[src/rtl/fseq_pkg.sv]
package fseq_pkg;
  typedef enum logic [1:0] {
    PH_IDLE    = 2'd0,
    PH_ACTIVE  = 2'd1,
    PH_FLYBACK = 2'd2
  } phase_e;
endpackage

[src/rtl/fseq_cfg.sv]
// Clamp requested column count and derive slot length, one register stage.
module fseq_cfg #(
  parameter int unsigned ACTIVE_CYC = 1708333,
  parameter int unsigned MIN_COLS   = 480,
  parameter int unsigned MAX_COLS   = 640,
  parameter int unsigned COL_W      = 10,
  parameter int unsigned SLOT_W     = 12
) (
  input  logic              clk_i,
  input  logic              rst_ni,
  input  logic [COL_W-1:0]  col_count_i,
  output logic [COL_W-1:0]  cols_o,
  output logic [SLOT_W-1:0] slot_o
);
  localparam logic [31:0] ACT32 = 32'(ACTIVE_CYC);

  logic [COL_W-1:0]  clamp_d;
  logic [SLOT_W-1:0] slot_d;

  always_comb begin
    if (col_count_i < COL_W'(MIN_COLS))      clamp_d = COL_W'(MIN_COLS);
    else if (col_count_i > COL_W'(MAX_COLS)) clamp_d = COL_W'(MAX_COLS);
    else                                     clamp_d = col_count_i;
    slot_d = SLOT_W'(ACT32 / 32'(clamp_d));
  end

  always_ff @(posedge clk_i or negedge rst_ni) begin
    if (!rst_ni) begin
      cols_o <= COL_W'(MIN_COLS);
      slot_o <= SLOT_W'(ACTIVE_CYC / MIN_COLS);
    end else begin
      cols_o <= clamp_d;
      slot_o <= slot_d;
    end
  end
endmodule

[src/rtl/fseq_sync_mon.sv]
// Measures sync spacing; flags the second consecutive in-tolerance sync.
module fseq_sync_mon #(
  parameter int unsigned NOM_CYC = 2083333,
  parameter int unsigned TOL_CYC = 2083,
  parameter int unsigned G_W     = 22
) (
  input  logic clk_i,
  input  logic rst_ni,
  input  logic sync_i,
  output logic relock_o
);
  localparam logic [G_W-1:0] GMAX = '1;
  localparam logic [31:0]    LO   = 32'(NOM_CYC - TOL_CYC);
  localparam logic [31:0]    HI   = 32'(NOM_CYC + TOL_CYC);

  logic [G_W-1:0] gap_q;
  logic           good_q;
  logic [31:0]    gap32;
  logic           in_tol;

  always_comb begin
    gap32    = 32'(gap_q) + 32'd1;
    in_tol   = (gap32 >= LO) && (gap32 <= HI);
    relock_o = sync_i && in_tol && good_q;
  end

  always_ff @(posedge clk_i or negedge rst_ni) begin
    if (!rst_ni) begin
      gap_q  <= GMAX;
      good_q <= 1'b0;
    end else if (sync_i) begin
      gap_q  <= '0;
      good_q <= in_tol;
    end else if (gap_q != GMAX) begin
      gap_q  <= gap_q + 1'b1;
    end
  end
endmodule

[src/rtl/fseq_col_pacer.sv]
// Column slot counter; latches count and slot length at frame start.
module fseq_col_pacer #(
  parameter int unsigned COL_W  = 10,
  parameter int unsigned SLOT_W = 12
) (
  input  logic              clk_i,
  input  logic              rst_ni,
  input  logic              start_i,
  input  logic              run_i,
  input  logic [COL_W-1:0]  cols_i,
  input  logic [SLOT_W-1:0] slot_i,
  output logic              strobe_o,
  output logic [COL_W-1:0]  idx_o
);
  logic [COL_W-1:0]  cols_q;
  logic [SLOT_W-1:0] slot_q;
  logic [SLOT_W-1:0] sub_q;

  assign strobe_o = run_i && (sub_q == '0) && (idx_o < cols_q);

  always_ff @(posedge clk_i or negedge rst_ni) begin
    if (!rst_ni) begin
      cols_q <= '0;
      slot_q <= SLOT_W'(1);
      sub_q  <= '0;
      idx_o  <= '0;
    end else if (start_i) begin
      cols_q <= cols_i;
      slot_q <= slot_i;
      sub_q  <= '0;
      idx_o  <= '0;
    end else if (run_i) begin
      if (sub_q == slot_q - 1'b1) begin
        sub_q <= '0;
        if (idx_o != cols_q) idx_o <= idx_o + 1'b1;
      end else begin
        sub_q <= sub_q + 1'b1;
      end
    end
  end
endmodule

[src/rtl/colscan_frame_seq.sv]
module colscan_frame_seq
  import fseq_pkg::*;
#(
  parameter int unsigned ACTIVE_CYC  = 1708333,
  parameter int unsigned FLYBACK_CYC = 375000,
  parameter int unsigned MIN_COLS    = 480,
  parameter int unsigned MAX_COLS    = 640,
  parameter int unsigned TOL_CYC     = 2083,
  parameter int unsigned PIX_W       = 14,
  localparam int unsigned COL_W      = $clog2(MAX_COLS + 1)
) (
  input  logic             clk_i,
  input  logic             rst_ni,
  input  logic             frame_sync_i,
  input  logic [COL_W-1:0] col_count_i,
  input  logic [PIX_W-1:0] pix_i,
  output logic [1:0]       phase_o,
  output logic             frame_sync_o,
  output logic             col_start_o,
  output logic [COL_W-1:0] col_idx_o,
  output logic [PIX_W-1:0] pix_o,
  output logic             lock_lost_o
);
  localparam int unsigned NOM_CYC = ACTIVE_CYC + FLYBACK_CYC;
  localparam int unsigned TMO_CYC = NOM_CYC + NOM_CYC / 2;
  localparam int unsigned F_W     = $clog2(TMO_CYC + 1);
  localparam int unsigned SLOT_W  = $clog2(ACTIVE_CYC / MIN_COLS + 1);
  localparam int unsigned G_W     = $clog2(NOM_CYC + TOL_CYC + 2);

  phase_e            state_q, state_d;
  logic [F_W-1:0]    f_cnt_q, f_cnt_d;
  logic              lock_q, lock_d;
  logic              timeout, end_frame, start_frame, relock;
  logic [COL_W-1:0]  cols_r;
  logic [SLOT_W-1:0] slot_r;

  fseq_cfg #(
    .ACTIVE_CYC(ACTIVE_CYC), .MIN_COLS(MIN_COLS), .MAX_COLS(MAX_COLS),
    .COL_W(COL_W), .SLOT_W(SLOT_W)
  ) i_cfg (
    .clk_i(clk_i), .rst_ni(rst_ni), .col_count_i(col_count_i),
    .cols_o(cols_r), .slot_o(slot_r)
  );

  fseq_sync_mon #(
    .NOM_CYC(NOM_CYC), .TOL_CYC(TOL_CYC), .G_W(G_W)
  ) i_sync_mon (
    .clk_i(clk_i), .rst_ni(rst_ni), .sync_i(frame_sync_i), .relock_o(relock)
  );

  fseq_col_pacer #(
    .COL_W(COL_W), .SLOT_W(SLOT_W)
  ) i_pacer (
    .clk_i(clk_i), .rst_ni(rst_ni),
    .start_i(start_frame), .run_i(state_q == PH_ACTIVE),
    .cols_i(cols_r), .slot_i(slot_r),
    .strobe_o(col_start_o), .idx_o(col_idx_o)
  );

  always_comb begin
    timeout     = !lock_q && (f_cnt_q == F_W'(TMO_CYC - 1));
    end_frame   = (state_q == PH_FLYBACK) && (f_cnt_q == F_W'(NOM_CYC - 1));
    // locked: start on input sync or timeout; lost: free-run back to back
    start_frame = lock_q ? end_frame
                         : (state_q == PH_IDLE) && (frame_sync_i || timeout);

    state_d = state_q;
    f_cnt_d = f_cnt_q + 1'b1;
    if (start_frame) begin
      state_d = PH_ACTIVE;
      f_cnt_d = '0;
    end else begin
      unique case (state_q)
        PH_ACTIVE:  if (f_cnt_q == F_W'(ACTIVE_CYC - 1)) state_d = PH_FLYBACK;
        PH_FLYBACK: if (end_frame)                       state_d = PH_IDLE;
        default:    state_d = PH_IDLE;
      endcase
    end

    lock_d = lock_q;
    if (!lock_q && start_frame && !frame_sync_i) lock_d = 1'b1;
    else if (lock_q && relock)                   lock_d = 1'b0;
  end

  always_ff @(posedge clk_i or negedge rst_ni) begin
    if (!rst_ni) begin
      state_q <= PH_IDLE;
      f_cnt_q <= '0;
      lock_q  <= 1'b0;
    end else begin
      state_q <= state_d;
      f_cnt_q <= f_cnt_d;
      lock_q  <= lock_d;
    end
  end

  assign phase_o      = state_q;
  assign frame_sync_o = (state_q == PH_ACTIVE) && (f_cnt_q == '0);
  assign pix_o        = (state_q == PH_ACTIVE) ? pix_i : '0;
  assign lock_lost_o  = lock_q;
endmodule

[config.mk]
export PLATFORM = sky130hd
export DESIGN_NAME = colscan_frame_seq
export DESIGN_NICKNAME = d
export VERILOG_FILES = /design/src/rtl/fseq_pkg.sv /design/src/rtl/fseq_cfg.sv /design/src/rtl/fseq_sync_mon.sv /design/src/rtl/fseq_col_pacer.sv /design/src/rtl/colscan_frame_seq.sv
export SDC_FILE = /design/constraint.sdc
export NUM_CORES = 1
export LEC_CHECK = 0
export BUFFER_PORTS_ARGS = -buffer_cell sky130_fd_sc_hd__buf_4
export CAP_MARGIN = 20
export CORE_MARGIN = 3
export CORE_UTILIZATION = 50
export CTS_CLUSTER_DIAMETER = 100
export DETAILED_ROUTE_END_ITERATION = 8
export PLACE_DENSITY = 0.76
export REMOVE_ABC_BUFFERS = 1
export SLEW_MARGIN = 20
export SYNTH_ARGS = -nofsm -noshare
export SYNTH_HDL_FRONTEND = slang
export SYNTH_SLANG_ARGS = --single-unit
[constraint.sdc]
create_clock -name clk_i -period 6.9 [get_ports clk_i]
set_input_delay 1.035 -clock clk_i [delete_from_list [all_inputs] [get_ports clk_i]]
set_output_delay 1.035 -clock clk_i [all_outputs]
set_load 0.01 [all_outputs]
==> results of run 1 <==
[metal layers]
| metal | GRT overflow | track usage |
|---|---|---|
| met1 | 0 | 0.6864 |
| met2 | 4 | 0.8764 |
| met3 | 0 | 0.6286 |
| met4 | 4 | 0.7033 |
| met5 | 0 | 0.3801 |
[what timing repair did]
action,4_1_cts
resized for setup,349
hold buffers,0
pin swaps,280
buffers inserted,491
cloned,2
hold endpoints to repair,0
setup endpoints to repair,12
[cells by family after synthesis]
| group | synth area share |
|---|---|
| simple gates | 0.2702 |
| xor+xnor | 0.09327 |
| other cells | 0.0001412 |
| mux | 0.04675 |
| compound gates | 0.3277 |
| fa+ha+maj | 0.1098 |
| buf+inv | 0.04402 |
| flops | 0.1082 |
[metrics by stage]
stage                     cell area [µm²]    util  worst slack, ns
after floorplan                     26000       -           -62.88
after global placement              37510  0.7224           -50.30
after detailed placement            37510  0.7224           -53.75
after CTS                           43270  0.8334           -47.82
==> key figures, run 1 <==
Synth
  – Synth area leader: ha_1
  – Most common cell in the netlist: a21oi_1
  – Sequential-to-total area share from yosys stat: 0.1082
  – Post-synth EDFFs: 0
  – Post-Syn Area: 0.02655 mm²
  – Warnings, synthesis: 0
  – Post-synth top area share: 0.1098
  – Post-synth ARST share: 1.000
  – Commonest cells post-synth: 375 x a21oi_1, 364 x nor2_1, 284 x nand2_1
  – Yosys cell types: roughly 140
  – Post-Syn Instances: about 3700
  – Syn Area/Cell: 7.203 µm²
  – FF+latch count, synth: roughly 110
  – Largest cells by area after synthesis: ha_1 11%, dfrtp_1 7.4%, a21oi_1 7.1%
  – Ys flop type: dfrtp_1

GRT
  – First-pass GRT wire length: roughly 300000 µm
  – Vias in the first global route: about 50000
  – Gr ovfl total: 8
  – Total track usage: 0.7211
  – Pin count of the biggest net entering global routing: 68

Die
  – Die Height: approximately 240 µm
  – Initial core utilization: 0.5113
  – Top-Level Pins: 56
  – Num rows: 83
  – Die W: 236.4 µm

Clock network
  – Clock Sinks: about 110
  – Root Buffer: clkbuf_16
  – Clock Path Buffers: 2
  – Htree depth: 4
  – Cts bufs inserted: 17

Outcome
  – Status: stopped before the end
  – Stop err: [ERROR GRT-0116] Global routing finished with congestion. Check the congestion regions in the DRC Viewer.
  – Fail Step: global routing

Place
  – DPL Wire Length: 74320 µm
  – GP Congestion: just under 1
  – Port Buffers: 55
  – Cells after DPL: 5675
==> run 2, diff against run 1 <==
--- a/config.mk
+++ b/config.mk
@@ -8,10 +8,9 @@
 export BUFFER_PORTS_ARGS = -buffer_cell sky130_fd_sc_hd__buf_4
 export CAP_MARGIN = 20
 export CORE_MARGIN = 3
-export CORE_UTILIZATION = 50
-export CTS_CLUSTER_DIAMETER = 100
+export CORE_UTILIZATION = 35
 export DETAILED_ROUTE_END_ITERATION = 8
-export PLACE_DENSITY = 0.76
+export PLACE_DENSITY_LB_ADDON = 0.15
 export REMOVE_ABC_BUFFERS = 1
 export SLEW_MARGIN = 20
 export SYNTH_ARGS = -nofsm -noshare
==> key figures, run 2 <==
Routing
  – Detail-routed net length per standard cell: around 17 µm
  – DR pass1 iterations: 5
  – DR vias/cell: ~5.4
  – Final WL: about 110000 µm
  – Final antenna-violating net count: 0
  – 1st-iter DRT viols: about 2300
  – Via count: 35580
  – DRC Markers: 0

Layout
  – Fin cells: 6575
  – Most common cell after layout, fill and taps aside: buf_4
  – Area growth, synth to finish: 69.75%
  – Share of layout cells above drive strength 1: 0.4575
  – Antenna cell count: 0
  – Final core utilization: 0.6023
  – Total Nets Final: 5853
  – Commonest non-fill, non-tap cells in the layout: 1945 x buf_4, 330 x nor2_1, 291 x a21oi_1
  – Max reg flops: 22
  – Top reg by flops: f_cnt_q
  – Final instance area: approximately 0.045 mm²
  – Top flop regs: f_cnt_q x22, i_sync_mon.gap_q x21

Critical path
  – FF-to-FF path depth: 11
  – Required @ worst endpoint: about 7.2 ns
  – Most used cell, CP: a21oi_2
  – CP endpoint kind: flop
  – R2r startpoint: f_cnt_q[4]
  – Flop-to-flop setup slack: between 2 and 3 ns
  – Worst-path maximum fanout: 10
  – Critical Path Start Type: primary input
  – Crit path DAT: around 57 ns
  – Reg2reg end: i_pacer.idx_o[9]
  – Crit-path slowest cell: or4b_1
  – Kind of critical path: in2reg
  – Max incr delay on CP: 0.56 ns

GRT
  – Initial antenna violation count: 0
  – Gr ovfl total: 0
  – Vias in the first global route: approximately 35000
  – First-pass GRT wire length: 171200 µm
  – Pin count of the biggest net entering global routing: 63
  – Total track usage: 0.2569

Synth
  – Warnings, synthesis: 0 (unchanged)
  – Post-Syn Area: 0.02655 mm² (unchanged)
  – Post-synth top area share: 0.1098 (unchanged)
  – Sequential-to-total area share from yosys stat: 0.1082 (unchanged)
  – Most common cell in the netlist: a21oi_1
  – Post-synth ARST share: 1.000 (unchanged)
  – Syn Area/Cell: 7.203 µm² (unchanged)
  – FF+latch count, synth: 113 (unchanged)
  – Post-Syn Instances: 3686 (unchanged)
  – Largest cells by area after synthesis: ha_1 11%, dfrtp_1 7.4%, a21oi_1 7.1%
  – Ys flop type: dfrtp_1
  – Yosys cell types: 143 (unchanged)
  – Synth area leader: ha_1
  – Commonest cells post-synth: 375 x a21oi_1, 364 x nor2_1, 284 x nand2_1
  – Post-synth EDFFs: 0 (unchanged)

STA
  – Final worst-path setup slack: -49.42 ns
  – Max Freq: around 18 MHz
  – Period minus WS final: around 56 ns
  – Slew margin rel.: 0.3927
  – Final setup viols: 12
  – Slew Viols, Final: 0
  – Final clock skew: roughly 0.013 ns
  – Tightest Pin Transition: about 0.90 ns
  – Final hold viol count: 0
  – RSZ-0062 raised after global routing: true
  – Period utilization: 8.162

Die
  – Die Height: 281.4 µm (+19%)
  – Core Area: 0.07482 mm²
  – Num rows: 100 (+20%)
  – Top-Level Pins: 56 (unchanged)
  – Die W: 281.4 µm (+19%)
  – Die area: between 0.07 and 0.08 mm²
  – Initial core utilization: 0.3548 (-0.1565)

Clock network
  – Clock Sinks: 113 (unchanged)
  – Htree depth: 4 (unchanged)
  – TritonCTS clock tree: done
  – Root Buffer: clkbuf_16
  – Clock Path Buffers: 2 (unchanged)
  – Clock-pin slew on the worst setup and hold paths: around 0.06 ns
  – Cts bufs inserted: 17 (unchanged)
  – Worst skew pair latency: 0.42 ns

Place
  – DPL Wire Length: 75880 µm (+2.1%)
  – Placed cell areas: 0.03845 mm² (+2.5%)
  – GP Congestion: 0.9142 (-7.0%)
  – Placement Setup Slack: -53.50 ns (+0.2460 ns)
  – Cells after DPL: 6041 (+6.4%)
  – Port Buffers: 55 (unchanged)

Flow run
  – Maxcap violations: 0

Outcome
  – Failing checks: setup timing
  – Status: finished, violations left

Worst hold path
  – Hold Crit Class: reg2reg
  – Hold depth: 2
  – Min-delay src: i_cfg.cols_o[2]
  – Hold Path End: i_pacer.cols_q[2]
[run 2: repair_timing]
action | 4_1_cts | 5_1_grt
cloned | 2 | 2
endpoints found under the setup margin | 12 | 12
hold buffers | 0 | 0
gates resized for setup | 313 | 197
pin swaps | 238 | 193
setup buffers | 423 | 86
[run 2: worst max-delay path: cells and delay by family]
kind	cells	cell delay (ns)
buffers and inverters	59	7.16
AO/OA/AOI/OAI	180	27.38
multiplexers	2	0.65
AND/OR/NAND/NOR	89	13.99
adder cells (fa/ha/maj)	22	6.10
XOR/XNOR	1	0.16
[run 2: layer usage]
metal,track usage,up-vias,wire length [µm],share of wire
met5,0,-,0,0
met4,0.06423,0,3120,0.029
met3,0.01689,249,4061,0.037
met2,0.4506,899,52140,0.48
met1,0.3430,16760,49630,0.46
li1,-,17670,-,-
[run 2: worst max path at each step]
stage,startpoint,cells after the start,to
2_1_floorplan,col_count_i[8],327,i_cfg.slot_o[0]
3_3_place_gp,col_count_i[8],336,i_cfg.slot_o[0]
3_5_place_dp,col_count_i[8],339,i_cfg.slot_o[0]
4_1_cts,col_count_i[7],342,i_cfg.slot_o[0]
5_1_grt,col_count_i[8],350,i_cfg.slot_o[0]
6_report,col_count_i[8],353,i_cfg.slot_o[0]
[run 2: cell families after synthesis]
| family | count (synthesis) | share of synthesized area |
|---|---|---|
| xor gates and xnor gates | 281 | 0.09327 |
| adders and majority gates | 233 | 0.1098 |
| buffers and inverters | 270 | 0.04402 |
| muxes | 115 | 0.04675 |
| other | 1 | 0.0001412 |
| and+or+nand+nor | 1394 | 0.2702 |
| AOI/OAI and AO/OA | 1279 | 0.3277 |
| DFF | 113 | 0.1082 |
[run 2: cell type report]
cell class	count	area (µm²)
inverters	158	600.6
multi-input cells	3310	24570
clock inverters	15	172.7
repair buffers	1993	15210
fillers	6560	29750
clock buffers	17	425.4
well taps	969	1212
flip-flops and latches	113	2872
[run 2: per-stage QoR]
step           hold WS [ns]  setup TNS, ns
6_report             0.4503        -427.80
3_3_place_gp         0.4280        -444.44
2_1_floorplan        0.4257        -550.00
5_1_grt              0.4833        -454.03
3_5_place_dp         0.4378        -464.62
4_1_cts              0.4521        -411.95
Power of run 2 is not shown: default switching activity piles up to over one toggle a cycle in this logic, so the estimate is an artifact.
==> run 3, diff against run 2 <==
==> constraint.sdc (replaced) <==
create_clock -name clk_i -period 47.3 [get_ports clk_i]
set_input_delay 7.095 -clock clk_i [delete_from_list [all_inputs] [get_ports clk_i]]
set_output_delay 7.095 -clock clk_i [all_outputs]
set_load 0.01 [all_outputs]
==> key figures, run 3 (synthesis results as in run 2) <==
Outcome
  – Status: finished, violations left
  – Failing checks: setup timing

Layout
  – Top reg by flops: f_cnt_q
  – Share of layout cells above drive strength 1: 0.4510 (-0.006554)
  – Fillers: 6698 (+2.1%)
  – Area growth, synth to finish: 67.99%
  – Commonest non-fill, non-tap cells in the layout: 1893 x buf_4, 333 x nor2_1, 288 x a21oi_1
  – Total Nets Final: 5797 (-0.96%)
  – Most common cell after layout, fill and taps aside: buf_4
  – Max reg flops: 22 (unchanged)
  – Top flop regs: f_cnt_q x22, i_sync_mon.gap_q x21
  – Register Area: 0.002872 mm² (unchanged)
  – Area of the multi-input gates: 0.02453 mm² (-0.17%)
  – Antenna cell count: 0 (unchanged)

Critical path
  – CP endpoint kind: flop
  – Crit path DAT: 61.91 ns (+5.25 ns)
  – FF-to-FF path depth: 12 (+1)
  – Kind of critical path: in2reg
  – Crit-path slowest cell: or3_4
  – Critical path startpoint: col_count_i[8]
  – Reg2reg end: i_pacer.idx_o[9]
  – Worst-path maximum fanout: 8 (-2)
  – Setup crit end: i_cfg.slot_o[0]
  – Critical Path Start Type: primary input
  – Most used cell, CP: buf_4
  – Flop-to-flop setup slack: 42.76 ns (+40.15 ns)
  – R2r startpoint: f_cnt_q[4]
  – Required @ worst endpoint: 47.65 ns (+40.41 ns)
  – Max incr delay on CP: 0.45 ns (-0.11 ns)

Clock network
  – Htree depth: 4 (unchanged)
  – TritonCTS clock tree: done
  – Clock Path Buffers: 2 (unchanged)
  – Clock-pin slew on the worst setup and hold paths: 0.07 ns (about the same)
  – Worst skew pair latency: 0.43 ns (about the same)
  – Root Buffer: clkbuf_16
  – Clock Sinks: 113 (unchanged)
  – Cts bufs inserted: 17 (unchanged)

Die
  – Initial core utilization: 0.3548 (unchanged)
  – Die W: 281.4 µm (unchanged)
  – Top-Level Pins: 56 (unchanged)
  – Die area: 0.07919 mm² (unchanged)
  – Core Area: 0.07482 mm² (unchanged)
  – Die Height: 281.4 µm (unchanged)
  – Num rows: 100 (unchanged)

STA
  – Slew Viols, Final: 0 (unchanged)
  – Slew margin rel.: 0.3645 (-0.02819)
  – RSZ-0062 raised after global routing: true
  – Period minus WS final: just over 60 ns
  – Max Freq: ~16 MHz
  – Min Hold Slack: 0.4511 ns (+0.0007880 ns)
  – Period utilization: 1.301
  – Final hold viol count: 0 (unchanged)
  – Final clock skew: 0.01887 ns (+0.006104 ns)
  – Tightest Pin Transition: 0.9533 ns (+0.05406 ns)
  – Final setup viols: 6 (-6)
  – Final worst-path setup slack: -14.26 ns (+35.16 ns)

Place
  – GP Congestion: 0.9104 (-0.42%)
  – DPL Wire Length: 75660 µm (-0.29%)
  – Port Buffers: 55 (unchanged)

Routing
  – 1st-iter DRT viols: 1793 (-21%)
  – Via count: 34930 (-1.8%)
  – DR vias/cell: 5.359 (-0.98%)
  – DRC Markers: 0 (unchanged)
  – Final WL: 106000 µm (-2.7%)
  – Final antenna-violating net count: 0 (unchanged)
  – DR pass1 iterations: 6 (+1)
  – Detail-routed net length per standard cell: 16.26 µm (-1.8%)

GRT
  – Gr ovfl total: 0 (unchanged)
  – First-pass GRT wire length: 169200 µm (-1.2%)
  – Total track usage: 0.2549 (-0.002066)
  – Pin count of the biggest net entering global routing: 74 (+17%)
  – Vias in the first global route: 34010 (-1.6%)
  – Initial antenna violation count: 0 (unchanged)

Worst hold path
  – Min-delay src: i_cfg.cols_o[2]
  – Hold Crit Class: reg2reg
  – Hold depth: 2 (unchanged)

Flow run
  – Maxcap violations: 0 (unchanged)
==> run 3: cell types whose count changed in the layout (fill, tap and decap cells not counted), moves of 4 or more <==
cell | before | now
a21oi_4 | 9 | 13
ha_1 | 188 | 195
ha_4 | 37 | 31
buf_6 | 40 | 32
buf_4 | 1945 | 1893
nor2_2 | 22 | 16
==> run 3: repair_timing <==
item | in CTS | in global routing
hold buffers | 0 | 0
cloned | 4 | 0
endpoints found under the setup margin | 7 | 7
gates resized for setup | 348 | 155
setup buffers | 371 | 78
pin swaps | 261 | 171
==> run 3: cell type report <==
type                       instances  share of cell area
clock inverter                    15            0.003366
inverter                         158             0.01335
clock buffer                      17            0.009538
timing repair buffer            1937              0.3322
tap                              969             0.02718
sequential                       113             0.06438
multi-input combinational       3310              0.5500
==> run 3: worst min-delay path by stage <==
stage,end
2_1_floorplan,i_pacer.cols_q[1]
3_3_place_gp,i_pacer.cols_q[9]
3_5_place_dp,i_pacer.cols_q[2]
4_1_cts,i_pacer.cols_q[2]
5_1_grt,i_pacer.cols_q[2]
6_report,i_pacer.cols_q[2]
==> run 3: worst max-delay path, delay by kind of cell <==
family	cells	cell delay (ns)
compound gates	166	24.48
xor+xnor	1	0.08
fa+ha+maj	22	5.93
buf+inv	79	10.09
mux	5	1.65
simple gates	80	12.50
==> run 3: stage by stage <==
step                std cells  area (µm²)  setup WS, ns  setup TNS [ns]    util
floorplan                3581       26000        -28.54         -147.82       -
global placement         6041       38450        -16.91          -66.20  0.5139
detailed placement       6041       38450        -18.94          -78.80  0.5139
CTS                      6444       43290        -12.95          -44.53  0.5786
global route             6519       44600        -17.45          -68.72  0.5961
finish                   6519       44600        -14.26          -51.15  0.5961
==> run 3: metal layers <==
metal	track usage	up-vias	wire length (µm)
met5	0	-	0
met4	0.08475	0	3535
met3	0.02476	227	3627
met2	0.4411	754	50200
met1	0.3321	16390	48660
li1	-	17560	-
Power of run 3 is left out for the same reason.
